File: src/rtl/dig_pkg.sv
package dig_pkg;

  localparam int KIND_W = 4;

  typedef enum logic [1:0] {
    CLS_INT = 2'b00,
    CLS_MEM = 2'b01,
    CLS_BR  = 2'b10,
    CLS_FP  = 2'b11
  } op_class_e;

  function automatic op_class_e class_of(input logic [KIND_W-1:0] kind);
    return op_class_e'(kind[3:2]);
  endfunction

  // destination lands in the floating-point file
  function automatic logic writes_fp(input logic [KIND_W-1:0] kind);
    return (class_of(kind) == CLS_FP) ||
           (class_of(kind) == CLS_MEM && kind[1] && kind[0]);
  endfunction

  // memory store whose data register sits in the floating-point file
  function automatic logic stores_fp(input logic [KIND_W-1:0] kind);
    return (class_of(kind) == CLS_MEM) && !kind[1] && kind[0];
  endfunction

endpackage

File: src/rtl/dig_slot_decode.sv
module dig_slot_decode
  import dig_pkg::*;
#(
  parameter int REG_W = 5
) (
  input  logic [KIND_W-1:0] kind,
  input  logic [REG_W-1:0]  rd,
  input  logic [REG_W-1:0]  rs,
  input  logic [REG_W-1:0]  rt,
  output op_class_e         cls,
  output logic              wr_fp,
  output logic [REG_W-1:0]  wr_idx,
  output logic [1:0]        rd_fp,
  output logic [REG_W-1:0]  rd_idx [2]
);

  always_comb begin
    cls       = class_of(kind);
    wr_fp     = writes_fp(kind);
    wr_idx    = rd;
    rd_idx[0] = rs;
    rd_idx[1] = rt;
    rd_fp[0]  = (cls == CLS_FP);
    rd_fp[1]  = (cls == CLS_FP) || stores_fp(kind);
  end

endmodule

File: src/rtl/dig_hazard.sv
module dig_hazard #(
  parameter int REG_W = 5
) (
  input  logic              a_wr_fp,
  input  logic [REG_W-1:0]  a_wr_idx,
  input  logic [1:0]        a_rd_fp,
  input  logic [REG_W-1:0]  a_rd_idx [2],
  input  logic              b_wr_fp,
  input  logic [REG_W-1:0]  b_wr_idx,
  input  logic [1:0]        b_rd_fp,
  input  logic [REG_W-1:0]  b_rd_idx [2],
  output logic              raw_hit,
  output logic              waw_hit,
  output logic              war_hit
);

  logic [1:0] raw_v;
  logic [1:0] war_v;

  for (genvar k = 0; k < 2; k++) begin : g_src
    assign raw_v[k] = a_wr_fp && b_rd_fp[k] && (a_wr_idx == b_rd_idx[k]);
    assign war_v[k] = a_rd_fp[k] && b_wr_fp && (a_rd_idx[k] == b_wr_idx);
  end

  assign raw_hit = |raw_v;
  assign war_hit = |war_v;
  assign waw_hit = a_wr_fp && b_wr_fp && (a_wr_idx == b_wr_idx);

endmodule

File: src/rtl/dig_issue_ctrl.sv
module dig_issue_ctrl
  import dig_pkg::*;
(
  input  logic      v0,
  input  logic      r0,
  input  logic      v1,
  input  logic      r1,
  input  op_class_e cls0,
  input  op_class_e cls1,
  input  logic      dep_hit,
  output logic      pair_ok,
  output logic      iss0,
  output logic      iss1,
  output logic      stall,
  output logic      shift_one
);

  logic slot0_done;

  always_comb begin
    pair_ok    = (cls0 != CLS_FP) && (cls1 == CLS_FP);
    iss0       = v0 && r0;
    iss1       = iss0 && v1 && r1 && pair_ok && !dep_hit;
    stall      = v0 && !iss0;
    slot0_done = !v0 || iss0;
    shift_one  = slot0_done && v1 && !iss1;
  end

endmodule

File: src/rtl/dual_issue_gate.sv
module dual_issue_gate
  import dig_pkg::*;
#(
  parameter int REG_W = 5
) (
  input  logic              clk,
  input  logic              rst_n,
  input  logic              s0_valid,
  input  logic [KIND_W-1:0] s0_kind,
  input  logic [REG_W-1:0]  s0_rd,
  input  logic [REG_W-1:0]  s0_rs,
  input  logic [REG_W-1:0]  s0_rt,
  input  logic              s0_ready,
  input  logic              s1_valid,
  input  logic [KIND_W-1:0] s1_kind,
  input  logic [REG_W-1:0]  s1_rd,
  input  logic [REG_W-1:0]  s1_rs,
  input  logic [REG_W-1:0]  s1_rt,
  input  logic              s1_ready,
  output logic              iss0_en,
  output logic              iss1_en,
  output logic              stall,
  output logic              shift_one,
  output logic              disp0_q,
  output logic              disp1_q
);

  localparam int NSLOT = 2;

  logic [KIND_W-1:0] kind_a  [NSLOT];
  logic [REG_W-1:0]  rd_a    [NSLOT];
  logic [REG_W-1:0]  rs_a    [NSLOT];
  logic [REG_W-1:0]  rt_a    [NSLOT];
  op_class_e         cls_a   [NSLOT];
  logic              wrfp_a  [NSLOT];
  logic [REG_W-1:0]  wridx_a [NSLOT];
  logic [1:0]        rdfp_a  [NSLOT];
  logic [REG_W-1:0]  rdidx0  [2];
  logic [REG_W-1:0]  rdidx1  [2];

  assign kind_a[0] = s0_kind;
  assign kind_a[1] = s1_kind;
  assign rd_a[0]   = s0_rd;
  assign rd_a[1]   = s1_rd;
  assign rs_a[0]   = s0_rs;
  assign rs_a[1]   = s1_rs;
  assign rt_a[0]   = s0_rt;
  assign rt_a[1]   = s1_rt;

  for (genvar s = 0; s < NSLOT; s++) begin : g_slot
    logic [REG_W-1:0] idx_l [2];
    dig_slot_decode #(.REG_W(REG_W)) u_dec (
      .kind   (kind_a[s]),
      .rd     (rd_a[s]),
      .rs     (rs_a[s]),
      .rt     (rt_a[s]),
      .cls    (cls_a[s]),
      .wr_fp  (wrfp_a[s]),
      .wr_idx (wridx_a[s]),
      .rd_fp  (rdfp_a[s]),
      .rd_idx (idx_l)
    );
    if (s == 0) begin : g_a
      assign rdidx0 = idx_l;
    end else begin : g_b
      assign rdidx1 = idx_l;
    end
  end

  // conflict events, named for the checker
  logic raw_hit;
  logic waw_hit;
  logic war_hit;
  logic dep_hit;
  logic pair_ok;

  dig_hazard #(.REG_W(REG_W)) u_haz (
    .a_wr_fp  (wrfp_a[0]),
    .a_wr_idx (wridx_a[0]),
    .a_rd_fp  (rdfp_a[0]),
    .a_rd_idx (rdidx0),
    .b_wr_fp  (wrfp_a[1]),
    .b_wr_idx (wridx_a[1]),
    .b_rd_fp  (rdfp_a[1]),
    .b_rd_idx (rdidx1),
    .raw_hit  (raw_hit),
    .waw_hit  (waw_hit),
    .war_hit  (war_hit)
  );

  assign dep_hit = raw_hit || waw_hit || war_hit;

  dig_issue_ctrl u_ctl (
    .v0        (s0_valid),
    .r0        (s0_ready),
    .v1        (s1_valid),
    .r1        (s1_ready),
    .cls0      (cls_a[0]),
    .cls1      (cls_a[1]),
    .dep_hit   (dep_hit),
    .pair_ok   (pair_ok),
    .iss0      (iss0_en),
    .iss1      (iss1_en),
    .stall     (stall),
    .shift_one (shift_one)
  );

  always_ff @(posedge clk) begin
    if (!rst_n) begin
      disp0_q <= 1'b0;
      disp1_q <= 1'b0;
    end else begin
      disp0_q <= iss0_en;
      disp1_q <= iss1_en;
    end
  end

endmodule

File: config.mk
export PLATFORM = sky130hd
export DESIGN_NAME = dual_issue_gate
export DESIGN_NICKNAME = d
export VERILOG_FILES = /design/src/rtl/dig_pkg.sv /design/src/rtl/dig_slot_decode.sv /design/src/rtl/dig_hazard.sv /design/src/rtl/dig_issue_ctrl.sv /design/src/rtl/dual_issue_gate.sv
export SDC_FILE = /design/constraint.sdc
export NUM_CORES = 1
export LEC_CHECK = 0
export BUFFER_PORTS_ARGS = -buffer_cell sky130_fd_sc_hd__buf_2
export CELL_PAD_IN_SITES_DETAIL_PLACEMENT = 0
export CELL_PAD_IN_SITES_GLOBAL_PLACEMENT = 2
export CORE_MARGIN = 5
export CORE_UTILIZATION = 16
export CTS_CLUSTER_SIZE = 40
export DETAILED_ROUTE_END_ITERATION = 16
export PLACE_DENSITY_LB_ADDON = 0.15
export SYNTH_ARGS = -nofsm -noshare
export SYNTH_HDL_FRONTEND = slang
export SYNTH_SLANG_ARGS = --single-unit
File: constraint.sdc
create_clock -name clk -period 5.5 [get_ports clk]
set_input_delay 1.65 -clock clk [delete_from_list [all_inputs] [get_ports clk]]
set_output_delay 1.65 -clock clk [all_outputs]
set_load 0.005 [all_outputs]
Yosys cells after proc, flatten, opt, wreduce, memory -nomap -nowiden:

Cells that the tools add are included.

* equal/unequal tests: 10
* reduce and logical (&&, ||, !) cells: 42

Operators by type and width (count)
* logical AND 1 bit: 27
* equality test 5 bit: 5
* logical OR 1 bit: 7
* zero test 1 bit: 6
* equality test 2 x 1 -> 1 bit, second input constant: 2
* equality test 2 bit, second input constant: 2
* OR reduction 2 bit: 2
* inequality test 2 bit, second input constant: 1

* register bits: 2
* input bits: 44
* output and inout bits: 6
* word-level logic and storage cells: 54

Depth between registers and ports, before layout:

* depth after elaboration: 13
* mapped depth: 5
* depth with buffers taken out: 5

By module:

Synthesis repeated with hierarchy kept, for this count alone.

* cells, all modules: 97
* area, all modules: 729.4 sq um

By module, submodules not included
* dig_slot_decode: times used 2, cells each 22, area each 158.9 sq um, sequential area each 0.0 sq um
* dig_hazard: times used 1, cells each 38, area each 291.5 sq um, sequential area each 0.0 sq um
* dig_issue_ctrl: times used 1, cells each 10, area each 61.3 sq um, sequential area each 0.0 sq um
* dual_issue_gate: times used 1, cells each 5, area each 58.8 sq um, sequential area each 40.0 sq um

Worst setup path after synthesis:

Ideal clock, no wire load.

* path type: input -> output
* from: input s0_rd[2]
* to: output shift_one
* data arrival time: 2.851 ns
* required time: 3.850 ns
* path slack: 0.999 ns
* stages on the path: 4
* buffers on the path: 0
* cells stage by stage: xor2_1 > or4_1 > a311o_1 > a211oi_2

* cells in the longest elaborated chain, start to end: 9
* elaborated cells between the ends (all ways): 13
* classes of those cells: 3 x eq/ne; 10 x reduce/logical

Ends and longest elaborated chain
* from (decl): line dual_issue_gate.sv:10 `input logic [REG_W-1:0] s0_rd,`
* equality test 5 bit: line dig_hazard.sv:21 `assign raw_v[k] = a_wr_fp && b_rd_fp[k] && (a_wr_idx == b_rd_idx[k]);`
* logical AND 1 bit: line dig_hazard.sv:21
* OR reduction 2 bit: line dig_hazard.sv:25 `assign raw_hit = |raw_v;`
* logical OR 1 bit (*) (2 in series): line dual_issue_gate.sv:91 `assign dep_hit = raw_hit || waw_hit || war_hit;`
* zero test 1 bit (*): line dig_issue_ctrl.sv:23 `iss1 = iss0 && v1 && r1 && pair_ok && !dep_hit;`
* logical AND 1 bit (*): line dig_issue_ctrl.sv:23
* zero test 1 bit (*): line dig_issue_ctrl.sv:26 `shift_one = slot0_done && v1 && !iss1;`
* logical AND 1 bit (*): line dig_issue_ctrl.sv:26
* to (decl): line dual_issue_gate.sv:23 `output logic shift_one,`

Every way passes the cells marked *; elsewhere a longest branch is shown, timed or not.

Final worst setup path:

* from: input s0_rd[0]
* to: output shift_one

Same word-level chain as after synthesis.

==> results.md <==
- Status: complete, no violations
- Drt wl/cell: 11.2 microns
- Syn_nets: 102
- Final Max Tran Viols: 0
- Syn. warnings: 0
- Fin area: 752 sq um
- Die ar.: 3940 sq um
- First-pass GRT wire length: 2.63 mm
- Commonest cells after routing, fill and taps aside: buf_2 (49), xnor2_1 (16), xor2_1 (9)
- Relative slew slack: 0.795
- Worst setup margin: 0.674 ns
- Hold Crit Depth: 2
- CP max stage cell: or4_1
- PwrDens: 124 nW/um^2
- Crit path max fanout: 3
- Final critical-path share of the clock period: 0.878
- Switch share: 0.305
- CP required: 3.85 ns
- Clock power frac: 0.342
- Via-per-instance ratio: 4.13
- Crit Path Category: in2out
- Design Power: 93.2 uW
- Htree depth: 1
- Fin nets: 156
- Critical path depth in cells: 7
- Starting density of the core: 0.164
- Worst slew pin tran: 0.304 ns
- Worst path top cell family by delay: compound AO/OA/AOI/OAI gates
- DP Area: 729 sq um
- Cell area after synthesis: 445 sq um
- Height of the chip: 62.8 microns
- RSZ-0062 raised after global routing: no
- Worst setup SP type: input pin
- Final hold vios: 0
- Post-Syn Instances: 58
- Finished Layout Cells: 141
- Max Clk Rate: 207 MHz
- CP arrival: 3.18 ns
- Drt total wl: 1.58 mm
- Crit path cell chain: buf_2 > xnor2_1 > nand4_1 > or4_1 > a311o_1 > a211oi_2 > buf_2
- Max-cap viol count: 0
- Critical Path Most Common Cell: buf_2
- Comb power frac: 0.497
- Cell Rows: 19
- Minimum clock period: 4.83 ns
- Dpl ws: 0.655 ns
- GPL Wtd Cong: 0.622
- Largest net degree at the start of global routing: 5
- Synth-to-Final Area Change: 68.8%
- VDD IR-drop max: 0.0000948 V
- Core ar.: 2710 sq um
- Storage cell area: 40.0 sq um
- Worst-path clk slew: 0.03 ns
- Sw Pwr: 28.4 uW
- Layout filler cell count: 326
- Resize count post-CTS: 0
- TritonCTS clock tree: yes
- I/O Pins: 50
- Leakage: 0.374 nW
- Area of the multi-input gates: 390 sq um
- Die X: 62.8 microns
- Seq/Total Area, Yosys: 0.0899
- Maximum root-to-sink buffer count: 2
- End point of the critical path: shift_one
- Post-layout util: 0.277
- Synth Register Bits: 2
- Placed insts: 138
- Hold_ws: 1.68 ns
- Clock Tree Root: clkbuf_4
- Vias in the first global route: 658
- Avg Cell Area, Syn: 7.68 sq um
- Hpwl dp: 1.49 mm
- Port Buffers: 49
- DR vias: 583
- Iteration-0 DRC count of the detailed router: 15
- CP Launch Point: s0_rd[0]
- Min-delay worst type: in2reg
- Reg power frac: 0.161
- Tot GR Track Use: 0.0797
- Crit end category: output pin
- Number of diodes: 0
- CTS Hold Bufs: 0
- CTS sink count: 2
- Antenna viol nets, final: 0
- Num CTS Buffers: 3
- Commonest non-fill, non-tap cell in the layout: buf_2
- Synth cell types: 20
- Cell Int Power: 64.8 uW
- Share of post-route cells with drive strength above 1: 0.491
- Setup bufs post-CTS: 0
- WP buf/inv: 2
- Initial antenna violation count: 0
- Drt drc: 0
- Setup Viol. Count Final: 0
- Max incr delay on CP: 0.41 ns
- Setup TNS: 0 ns
- Grt ovf: 0
- Initial DRT Pass Iterations: 2
cell usage after synthesis:
cell | instances | area, sq um
nor3_1 | 1 | 5.00
nand4_1 | 5 | 31.3
o22ai_1 | 1 | 6.26
nand2_1 | 2 | 7.51
and2_1 | 1 | 6.26
a21o_1 | 1 | 7.51
nor4_1 | 1 | 6.26
inv_1 | 4 | 15.0
and2_2 | 1 | 7.51
or4_1 | 1 | 7.51
a41oi_1 | 1 | 8.76
nor2b_1 | 2 | 12.5
nand3_1 | 2 | 10.0
xnor2_1 | 16 | 140
dfxtp_1 | 2 | 40.0
a311o_1 | 1 | 10.0
a211oi_2 | 1 | 12.5
a21oi_1 | 4 | 20.0
xor2_1 | 9 | 78.8
and3_1 | 2 | 12.5
power groups by stage:
| stage | Combinational, mW | Clock, mW | Sequential, mW |
|---|---|---|---|
| after floorplan | 0.0207 | 0 | 0.0153 |
| after global placement | 0.0471 | 0 | 0.0152 |
| after detailed placement | 0.0472 | 0 | 0.0152 |
| after CTS | 0.0473 | 0.0337 | 0.0150 |
| after global routing | 0.0523 | 0.0339 | 0.0150 |
| final | 0.0463 | 0.0319 | 0.0150 |
per-layer routing:
metal | up-vias | track usage | share of wire
li1 | 312 | - | -
met3 | 0 | 0.0306 | 0.11
met2 | 31 | 0.137 | 0.49
met5 | - | 0 | 0
met1 | 240 | 0.0899 | 0.40
met4 | 0 | 0.0239 | 0
state kept, by name (all words and copies together), names as in the netlist:
name and count:
disp0_q 1, disp1_q 1
logic make-up after synthesis:
kind of cell	after synthesis	synth area share
flops	2	0.0899
simple gates	18	0.239
xor+xnor	25	0.492
compound gates	9	0.146
buf+inv	4	0.0337
how the worst min path moves through the flow:
| stage | slack, ns | start | end |
|---|---|---|---|
| 3_5_place_dp | 1.90 | rst_n | disp1_q$_SDFF_PN0_ |
| 5_1_grt | 1.68 | rst_n | disp1_q$_SDFF_PN0_ |
| 4_1_cts | 1.67 | rst_n | disp1_q$_SDFF_PN0_ |
| 6_report | 1.68 | rst_n | disp1_q$_SDFF_PN0_ |
| 3_3_place_gp | 1.90 | rst_n | disp0_q$_SDFF_PN0_ |
| 2_1_floorplan | 1.80 | rst_n | disp0_q$_SDFF_PN0_ |
cell type report:
cell class                      instances  area share
Inverter                                4      0.0200
Sequential cell                         2      0.0532
Clock buffer                            3      0.0300
Multi-Input combinational cell         52       0.519
Timing Repair Buffer                   49       0.326
Tap cell                               31      0.0516
No activity file was read; power rests on OpenSTA's default activity.
